File: src/rtl/init_loader_pkg.sv
package init_loader_pkg;
  localparam int unsigned ROM_LAT = 2;

  typedef enum logic [1:0] {
    ST_IDLE  = 2'd0,
    ST_RUN   = 2'd1,
    ST_DRAIN = 2'd2,
    ST_DONE  = 2'd3
  } seq_state_e;
endpackage

File: src/rtl/delay_pipe.sv
module delay_pipe #(
  parameter int unsigned W      = 8,
  parameter int unsigned STAGES = 2
) (
  input  logic         clk_i,
  input  logic         rst_ni,
  input  logic [W-1:0] d_i,
  output logic [W-1:0] q_o
);
  logic [W-1:0] stg_q [STAGES+1];
  assign stg_q[0] = d_i;

  for (genvar s = 0; s < STAGES; s++) begin : g_stage
    always_ff @(posedge clk_i or negedge rst_ni) begin
      if (!rst_ni) stg_q[s+1] <= '0;
      else         stg_q[s+1] <= stg_q[s];
    end
  end

  assign q_o = stg_q[STAGES];
endmodule

File: src/rtl/init_rom.sv
module init_rom #(
  parameter int unsigned DEPTH      = 16,
  parameter int unsigned DW         = 16,
  parameter int unsigned ZERO_WORDS = 6,
  parameter int unsigned AMP_BASE   = 32'h1200,
  parameter int unsigned PHASE_STEP = 32'h0135,
  localparam int unsigned AW = (DEPTH > 1) ? $clog2(DEPTH) : 1
) (
  input  logic          clk_i,
  input  logic          rst_ni,
  input  logic [AW-1:0] raddr_i,
  output logic [DW-1:0] rdata_o
);
  logic [AW-1:0] addr_q;
  logic [DW-1:0] data_q;

  // Table content is computed, not stored.
  function automatic logic [DW-1:0] word_at(input logic [AW-1:0] a);
    if (int'(a) < int'(ZERO_WORDS)) return '0;
    return DW'(AMP_BASE) + DW'(a) * DW'(PHASE_STEP);
  endfunction

  always_ff @(posedge clk_i or negedge rst_ni) begin
    if (!rst_ni) begin
      addr_q <= '0;
      data_q <= '0;
    end else begin
      addr_q <= raddr_i;
      data_q <= word_at(addr_q);
    end
  end

  assign rdata_o = data_q;
endmodule

File: src/rtl/copy_seq.sv
module copy_seq
  import init_loader_pkg::*;
#(
  parameter int unsigned DEPTH = 16,
  localparam int unsigned AW = (DEPTH > 1) ? $clog2(DEPTH) : 1
) (
  input  logic          clk_i,
  input  logic          rst_ni,
  input  logic          start_i,
  output logic          rd_en_o,
  output logic [AW-1:0] rd_addr_o,
  output logic          pre_flag_o,
  output logic          done_o
);
  localparam logic [AW-1:0] LAST_ADDR = AW'(DEPTH - 1);
  localparam int unsigned   DRW = (ROM_LAT > 1) ? $clog2(ROM_LAT) : 1;

  seq_state_e     state_q, state_d;
  logic [AW-1:0]  cnt_q, cnt_d;
  logic [DRW-1:0] drn_q, drn_d;

  always_comb begin
    state_d = state_q;
    cnt_d   = cnt_q;
    drn_d   = drn_q;
    unique case (state_q)
      ST_IDLE, ST_DONE: begin
        if (start_i) begin
          state_d = ST_RUN;
          cnt_d   = '0;
        end
      end
      ST_RUN: begin
        if (cnt_q == LAST_ADDR) begin
          state_d = ST_DRAIN;
          drn_d   = '0;
        end else begin
          cnt_d = cnt_q + 1'b1;
        end
      end
      ST_DRAIN: begin
        // hold flag until the last delayed write lands
        if (drn_q == DRW'(ROM_LAT - 1)) state_d = ST_DONE;
        else                            drn_d   = drn_q + 1'b1;
      end
      default: state_d = ST_IDLE;
    endcase
  end

  always_ff @(posedge clk_i or negedge rst_ni) begin
    if (!rst_ni) begin
      state_q <= ST_IDLE;
      cnt_q   <= '0;
      drn_q   <= '0;
    end else begin
      state_q <= state_d;
      cnt_q   <= cnt_d;
      drn_q   <= drn_d;
    end
  end

  assign rd_en_o    = (state_q == ST_RUN);
  assign rd_addr_o  = cnt_q;
  assign pre_flag_o = (state_q == ST_RUN) || (state_q == ST_DRAIN);
  assign done_o     = (state_q == ST_DONE);


  addr_step_chk: assert property (@(posedge clk_i) disable iff (!rst_ni)
    (rd_en_o && $past(rd_en_o)) |-> (rd_addr_o == $past(rd_addr_o) + 1'b1));


  addr_first_chk: assert property (@(posedge clk_i) disable iff (!rst_ni)
    $rose(rd_en_o) |-> (rd_addr_o == '0));


  flag_done_excl_chk: assert property (@(posedge clk_i) disable iff (!rst_ni)
    !(pre_flag_o && done_o));
endmodule

File: src/rtl/ram_port_mux.sv
module ram_port_mux #(
  parameter int unsigned AW = 4,
  parameter int unsigned DW = 16
) (
  input  logic          sel_copy_i,
  input  logic          cp_we_i,
  input  logic [AW-1:0] cp_waddr_i,
  input  logic [DW-1:0] cp_wdata_i,
  input  logic [AW-1:0] cp_raddr_i,
  input  logic          cm_we_i,
  input  logic [AW-1:0] cm_waddr_i,
  input  logic [DW-1:0] cm_wdata_i,
  input  logic [AW-1:0] cm_raddr_i,
  output logic          we_o,
  output logic [AW-1:0] waddr_o,
  output logic [DW-1:0] wdata_o,
  output logic [AW-1:0] raddr_o
);
  assign we_o    = sel_copy_i ? cp_we_i    : cm_we_i;
  assign waddr_o = sel_copy_i ? cp_waddr_i : cm_waddr_i;
  assign wdata_o = sel_copy_i ? cp_wdata_i : cm_wdata_i;
  assign raddr_o = sel_copy_i ? cp_raddr_i : cm_raddr_i;
endmodule

File: src/rtl/work_ram.sv
module work_ram #(
  parameter int unsigned DEPTH = 16,
  parameter int unsigned DW    = 16,
  localparam int unsigned AW = (DEPTH > 1) ? $clog2(DEPTH) : 1
) (
  input  logic          clk_i,
  input  logic          we_i,
  input  logic [AW-1:0] waddr_i,
  input  logic [DW-1:0] wdata_i,
  input  logic [AW-1:0] raddr_i,
  output logic [DW-1:0] rdata_o
);
  // Storage has no reset on purpose.
  logic [DW-1:0] mem_q [DEPTH];

  always_ff @(posedge clk_i) begin
    if (we_i) mem_q[waddr_i] <= wdata_i;
    rdata_o <= mem_q[raddr_i];
  end
endmodule

File: src/rtl/init_loader.sv
module init_loader
  import init_loader_pkg::*;
#(
  parameter int unsigned DEPTH      = 16,
  parameter int unsigned DW         = 16,
  parameter int unsigned ZERO_WORDS = 6,
  parameter int unsigned AMP_BASE   = 32'h1200,
  parameter int unsigned PHASE_STEP = 32'h0135,
  localparam int unsigned AW = (DEPTH > 1) ? $clog2(DEPTH) : 1
) (
  input  logic          clk_i,
  input  logic          rst_ni,
  input  logic          start_i,
  input  logic          cmp_we_i,
  input  logic [AW-1:0] cmp_waddr_i,
  input  logic [DW-1:0] cmp_wdata_i,
  input  logic [AW-1:0] cmp_raddr_i,
  output logic [DW-1:0] rdata_o,
  output logic          pre_flag_o,
  output logic          done_o
);
  logic          rom_en;
  logic [AW-1:0] rom_raddr;
  logic [DW-1:0] rom_rdata;
  logic          cp_we;
  logic [AW-1:0] cp_waddr;
  logic          ram_we;
  logic [AW-1:0] ram_waddr, ram_raddr;
  logic [DW-1:0] ram_wdata;

  copy_seq #(.DEPTH(DEPTH)) u_seq (
    .clk_i, .rst_ni, .start_i,
    .rd_en_o   (rom_en),
    .rd_addr_o (rom_raddr),
    .pre_flag_o,
    .done_o
  );

  init_rom #(
    .DEPTH(DEPTH), .DW(DW), .ZERO_WORDS(ZERO_WORDS),
    .AMP_BASE(AMP_BASE), .PHASE_STEP(PHASE_STEP)
  ) u_rom (
    .clk_i, .rst_ni,
    .raddr_i (rom_raddr),
    .rdata_o (rom_rdata)
  );

  // Write side trails the table by its read latency.
  delay_pipe #(.W(AW + 1), .STAGES(ROM_LAT)) u_wr_dly (
    .clk_i, .rst_ni,
    .d_i ({rom_en, rom_raddr}),
    .q_o ({cp_we, cp_waddr})
  );

  ram_port_mux #(.AW(AW), .DW(DW)) u_mux (
    .sel_copy_i (pre_flag_o),
    .cp_we_i    (cp_we),
    .cp_waddr_i (cp_waddr),
    .cp_wdata_i (rom_rdata),
    .cp_raddr_i ('0),
    .cm_we_i    (cmp_we_i),
    .cm_waddr_i (cmp_waddr_i),
    .cm_wdata_i (cmp_wdata_i),
    .cm_raddr_i (cmp_raddr_i),
    .we_o       (ram_we),
    .waddr_o    (ram_waddr),
    .wdata_o    (ram_wdata),
    .raddr_o    (ram_raddr)
  );

  work_ram #(.DEPTH(DEPTH), .DW(DW)) u_ram (
    .clk_i,
    .we_i    (ram_we),
    .waddr_i (ram_waddr),
    .wdata_i (ram_wdata),
    .raddr_i (ram_raddr),
    .rdata_o
  );


  wr_align_chk: assert property (@(posedge clk_i) disable iff (!rst_ni)
    cp_we |-> ($past(rom_en, 2) && cp_waddr == $past(rom_raddr, 2)));


  copy_in_flag_chk: assert property (@(posedge clk_i) disable iff (!rst_ni)
    cp_we |-> pre_flag_o);


  done_lat_chk: assert property (@(posedge clk_i) disable iff (!rst_ni)
    $rose(done_o) |-> ($past(rom_en, 3) && !$past(rom_en, 2)
                       && $past(rom_raddr, 3) == AW'(DEPTH - 1)));
endmodule

File: config.mk
export PLATFORM = sky130hd
export DESIGN_NAME = init_loader
export DESIGN_NICKNAME = d
export VERILOG_FILES = /design/src/rtl/init_loader_pkg.sv /design/src/rtl/delay_pipe.sv /design/src/rtl/init_rom.sv /design/src/rtl/copy_seq.sv /design/src/rtl/ram_port_mux.sv /design/src/rtl/work_ram.sv /design/src/rtl/init_loader.sv
export SDC_FILE = /design/constraint.sdc
export NUM_CORES = 1
export LEC_CHECK = 0
export CAP_MARGIN = 20
export CELL_PAD_IN_SITES_DETAIL_PLACEMENT = 1
export CELL_PAD_IN_SITES_GLOBAL_PLACEMENT = 2
export CORE_MARGIN = 3
export CORE_UTILIZATION = 45
export DETAILED_ROUTE_END_ITERATION = 7
export GPL_TIMING_DRIVEN = 0
export PLACE_DENSITY_LB_ADDON = 0.25
export SLEW_MARGIN = 20
export SYNTH_ARGS = -nofsm -noshare
export SYNTH_HDL_FRONTEND = slang
export SYNTH_SLANG_ARGS = --single-unit
export TNS_END_PERCENT = 1
File: constraint.sdc
create_clock -name clk_i -period 7.35 [get_ports clk_i]
set_input_delay 2.205 -clock clk_i [delete_from_list [all_inputs] [get_ports clk_i]]
set_output_delay 2.205 -clock clk_i [all_outputs]
set_load 0.05 [all_outputs]
# == After elaboration in Yosys (flattened, before gate mapping) ==
# Memories as Yosys holds them, arrays and structs flattened. A register that Yosys moved wholly into a read port is not among the register bits.
# Cells that the tools add are included.
# word_totals
ff_bits,37
ram_bits,256
n_memories,1
inputBits,28
# classes
n_reduce_logical,8
magnitude_cmp,1
n_mul,1
add_sub_neg,3
n_eq_ne,8
mux,19
# mem_list
memory,depth,width,rd,rd_ports_with_merged_regs,wr,line,rtl
u_ram.mem_q,16,16,1,1,1,work_ram.sv:14,logic [DW-1:0] mem_q [DEPTH];
# op_table
operator,count
$mux 16,3
$mux 4,4
$add 13x13->14 const A,1
$mul 4x9->13 const B,1
$pmux 4 s2,1
$mux 1,6
$mux 2,3
$pmux 2 s3,1
$reduce_and 3->1,2
$add 4x1->4 const B,1
$eq 2x2->1 const B,2
$eq 4x4->1 const B,1
$lt 4x3->1 const B,1
$ne 2x1->1 const B,2
$ne 2x2->1 const B,2
$reduce_bool 2->1,2
$eq 2x1->1 const B,1
$logic_not 2->1,1
$pmux 1 s2,1
$reduce_and 2->1,1
$reduce_or 2->1,1
$add 1x1->1 const B,1
$logic_or 1x1->1,1

# == Depth between registers and ports, before layout ==
# logic_depth
depth_word,5
ltp_mapped,10

# == Cells and area by module ==
# A second synthesis with hierarchy kept.
# hier_totals
hier_cells,619
area_unflattened_um2,12283.0
# modules_own_cells
mod,seq_area_each_um2,area_per_inst_um2,cells_each,n_inst
work_ram,8007.7,10043.4,432,1
init_rom,450.4,1084.8,95,1
copy_seq,175.2,455.4,48,1
ram_port_mux,0.0,407.9,28,1
delay_pipe,250.2,287.8,15,1
init_loader,0.0,3.8,1,1

# == Worst setup path before layout ==
# Ideal clock, no wire load.
# synth_timing
path_type,reg2out
from,reg u_seq.state_q[0]
to,out pre_flag_o
slack_ps,3559
t_required_ps,5145
path_stages_with_launch,6
t_arrival_ps,1586
cell_sequence,dfrtp_1 inv_1 ha_1 buf_6 inv_1 clkbuf_1
# synth_between
elab_chain_cells,2
elab_cells_between_ends,3
cone_classes,2 x eq/ne; 1 x reduce/logical
# synth_rtl
item,line,rtl
"start, declared",copy_seq.sv:18,"seq_state_e state_q, state_d;"
"start signal, assigned",copy_seq.sv:56,state_q <= state_d;
$eq 2x1->1 or $eq 2x2->1 (tied branches),copy_seq.sv:64,assign pre_flag_o = (state_q == ST_RUN) || (state_q == ST_DRAIN);
$logic_or 1x1->1 *,copy_seq.sv:64,
"end, declared",init_loader.sv:19,"output logic pre_flag_o,"
# Every way passes the cells marked *; elsewhere a longest branch is shown, timed or not.

# == Final worst setup path ==
# Ends and elaborated chain as after synthesis.

==> metrics.csv <==
stage;metric;value;unit
worst_setup_path;Worst Path Max Fanout;10;
cells_and_area;share of cells above drive strength 1;19.3;%
drt;final WL;32.2;mm
drt;DR vias/cell;5.62;
worst_setup_path;critical path arrival;3270;ps
drt;drt drc;0;
floorplanning;core area;27100;um2
floorplanning;IO Count;46;
clock_tree;Post-CTS Resized;0;
run;# Max-Cap Violations;0;
synthesis;Syn Inst Count;784;
drt;via count;7105;
sta;skew final;11.7;ps
sta;Slew headroom;37.0;%
power_and_ir_drop;Design Power;6.07;mW
worst_setup_path;Crit. Startpoint;u_seq.state_q[0];
power_and_ir_drop;leak pwr;5.25;nW
sta;Final min period;5470;ps
power_and_ir_drop;worst vdd ir;0.000211;V
placement;port buffer count;41;
status;run status;finished clean;
worst_setup_path;Setup CP Type;reg -> out;
cells_and_area;Post-Layout Cell Count;1265;
floorplanning;Rows;60;
synthesis;Seq/Total Area, Yosys;70.4;%
synthesis;Synth Register Bits;303;
power_and_ir_drop;Cell Pwr Density;417;nW/um2
floorplanning;Initial Util;46.0;%
drt;Pre-antenna DRT Iters;4;
sta;PnR worst setup slack;1880;ps
sta;Worst-Margin Slew;945;ps
cells_and_area;# diodes;0;
grt;via count of the first global-routing pass;7803;
drt;DR iter-0 viols;561;
drt;routed wire length per instance;25.5;um
synthesis;Synth warnings;0;
synthesis;Post-synth ARST share;10.2;%
sta;worst hold margin;365;ps
clock_tree;Num Clock Sinks;303;
floorplanning;die width;173;um
clock_tree;worst skew pair latency;550;ps
synthesis;Post-synth top cells;edfxtp_1 (256), a21oi_1 (72), mux2i_1 (55);
sta;Slew Viols, Final;0;
cells_and_area;Area Overhead vs Synth;16.5;%
clock_tree;cts hold-fix bufs;0;
cells_and_area;Layout Utilization;53.7;%
min_path;Worst Hold Class;reg -> reg;
placement;RePlAce Congestion;0.816;
grt;initial antenna violation count;1;
synthesis;post-synth net total;842;
grt;grt total ovfl;0;
worst_setup_path;reg-to-reg slack, setup;3970;ps
placement;cell total after placement;1208;
cells_and_area;Final Cell Area;14500;um2
drt;final antenna-violating net count;0;
clock_tree;root buf cell;clkbuf_16;
sta;setup TNS;0;ps
synthesis;cell accounting for the most synthesized area;edfxtp_1;
sta;RSZ-0062 raised after global routing;no;
clock_tree;Inserted Clock Buffers;31;
synthesis;top-count cell post-synth;edfxtp_1;
cells_and_area;layout net count;927;
synthesis;synth unique cells;46;
synthesis;Syn Area/Cell;15.9;um2
sta;Final Setup Violations;0;
sta;Fin. Hold Viols;0;
min_path;Hold Crit Start;u_wr_dly.stg_q[9];
placement;Post-DP HPWL;21.7;mm
synthesis;Post-synth EDFFs;256;
worst_setup_path;crit path launch type;flip-flop;
synthesis;Syn Std Cell Area;12500;um2
clock_tree;clock buffer depth;3;
clock_tree;CTS tree;built;
clock_tree;Post-CTS Setup Bufs;0;
synthesis;Yosys top cell area share;61.6;%
grt;All-Layer GR Usage;21.5;%
worst_setup_path;Worst EP required;5140;ps
sta;Max Freq;0.183;GHz
clock_tree;H-tree depth;1;
grt;pin count of the biggest net entering global routing;32;
sta;fin crit share;74.5;%
floorplanning;Die H;173;um
synthesis;Area contributors post-synth;edfxtp_1 (62%), dfrtp_1 (6.2%), mux2i_1 (4.4%);
synthesis;prevailing post-synth register cell;edfxtp_1;
clock_tree;Reg clk slew, reported paths;60;ps
worst_setup_path;FF-to-FF Start;u_seq.state_q[0];
floorplanning;Die Area;29800;um2
placement;pre-CTS WS;2430;ps
placement;placed cell area;13500;um2
grt;first-pass GRT wire length;48.5;mm
worst_setup_path;crit end category;output port;
per-layer routing:
layer | wire, um | vias to the layer above | GRT usage (%)
met5 | 0 | - | 0
met4 | 1170 | 0 | 7.50
met3 | 1490 | 56 | 3.38
met2 | 16500 | 167 | 38.0
met1 | 13100 | 3676 | 27.1
li1 | - | 3206 | -
layout by cell type (no fill, tap or decap), types with 3 or more instances in the layout:
| cell type | synthesis | final |
|---|---|---|
| clkinv_2 | 0 | 9 |
| o21ai_0 | 38 | 38 |
| nor2_1 | 30 | 14 |
| clkinv_1 | 0 | 3 |
| nor2b_1 | 3 | 3 |
| nor2_2 | 0 | 16 |
| clkbuf_8 | 0 | 4 |
| bufinv_16 | 0 | 3 |
| buf_6 | 4 | 10 |
| inv_1 | 26 | 26 |
| nand3_1 | 4 | 4 |
| nor3_1 | 5 | 5 |
| a221oi_2 | 15 | 15 |
| a31oi_1 | 17 | 17 |
| clkdlybuf4s50_1 | 0 | 40 |
| buf_8 | 0 | 5 |
| buf_1 | 8 | 8 |
| a21o_1 | 3 | 3 |
| mux4_2 | 16 | 16 |
| ha_1 | 30 | 30 |
| edfxtp_1 | 256 | 256 |
| dfrtp_1 | 31 | 31 |
| dfxtp_1 | 16 | 16 |
| mux2i_1 | 55 | 55 |
| o22ai_1 | 17 | 17 |
| xor2_1 | 4 | 4 |
| and2_1 | 10 | 10 |
| buf_2 | 11 | 12 |
| mux2_2 | 47 | 47 |
| clkbuf_1 | 21 | 27 |
| clkbuf_16 | 0 | 31 |
| a21oi_1 | 72 | 72 |
| nand2_1 | 17 | 17 |
cell type report:
class                      count  area, um2
fill                        2522      12600
sequential                   303       8780
multi-input combinational    411       3430
clock buffer                  41        853
timing repair buffer          52        548
tap                          372        465
buffer                        44        209
clock inverter                16        154
inverter                      26       97.6
kinds of logic (layout without fill, tap and decap cells):
kind of cell	after synthesis	in the layout	share of synthesized area, %
AND/OR/NAND/NOR	80	80	3.07
flip-flops	303	303	70.4
AO/OA/AOI/OAI	177	177	9.12
multiplexers	118	118	11.5
adder cells (fa/ha/maj)	30	30	3.01
XOR/XNOR	6	6	0.421
buffers and inverters	70	179	2.46
sequential cells by signal, indices dropped and copies added (netlist names):
signal           cells
u_seq.drn_q          1
u_ram.rdata_o       16
u_seq.rd_addr_o      4
u_wr_dly.stg_q       5
u_seq.state_q        2
u_wr_dly.q_o         5
u_ram.mem_q        256
u_rom.rdata_o       14
worst max-delay path, stage by stage (launching register included):
cell and delay [ps]:
dfrtp_1 400, inv_1 80, ha_1 370, buf_6 180, inv_1 160, clkbuf_1 590
clkdlybuf4s50_1 940
path summary, 6_finish.rpt:
check | endpoint | cells after the start
min | u_wr_dly.q_o[4] | 0
max | pre_flag_o | 6
max in group asynchronous | u_rom.rdata_o[10] | 1
max reg2reg | u_ram.mem_q[7][2] | 8
min in group asynchronous | u_rom.rdata_o[5] | 1
min reg2reg | u_wr_dly.q_o[4] | 0
power breakdown:
part,switching (mW),internal [mW],total [mW]
Sequential,0.0852,2.35,2.43
Clock,0.630,0.916,1.55
Combinational,1.44,0.641,2.09
Power figures use the tool's default switching activity.
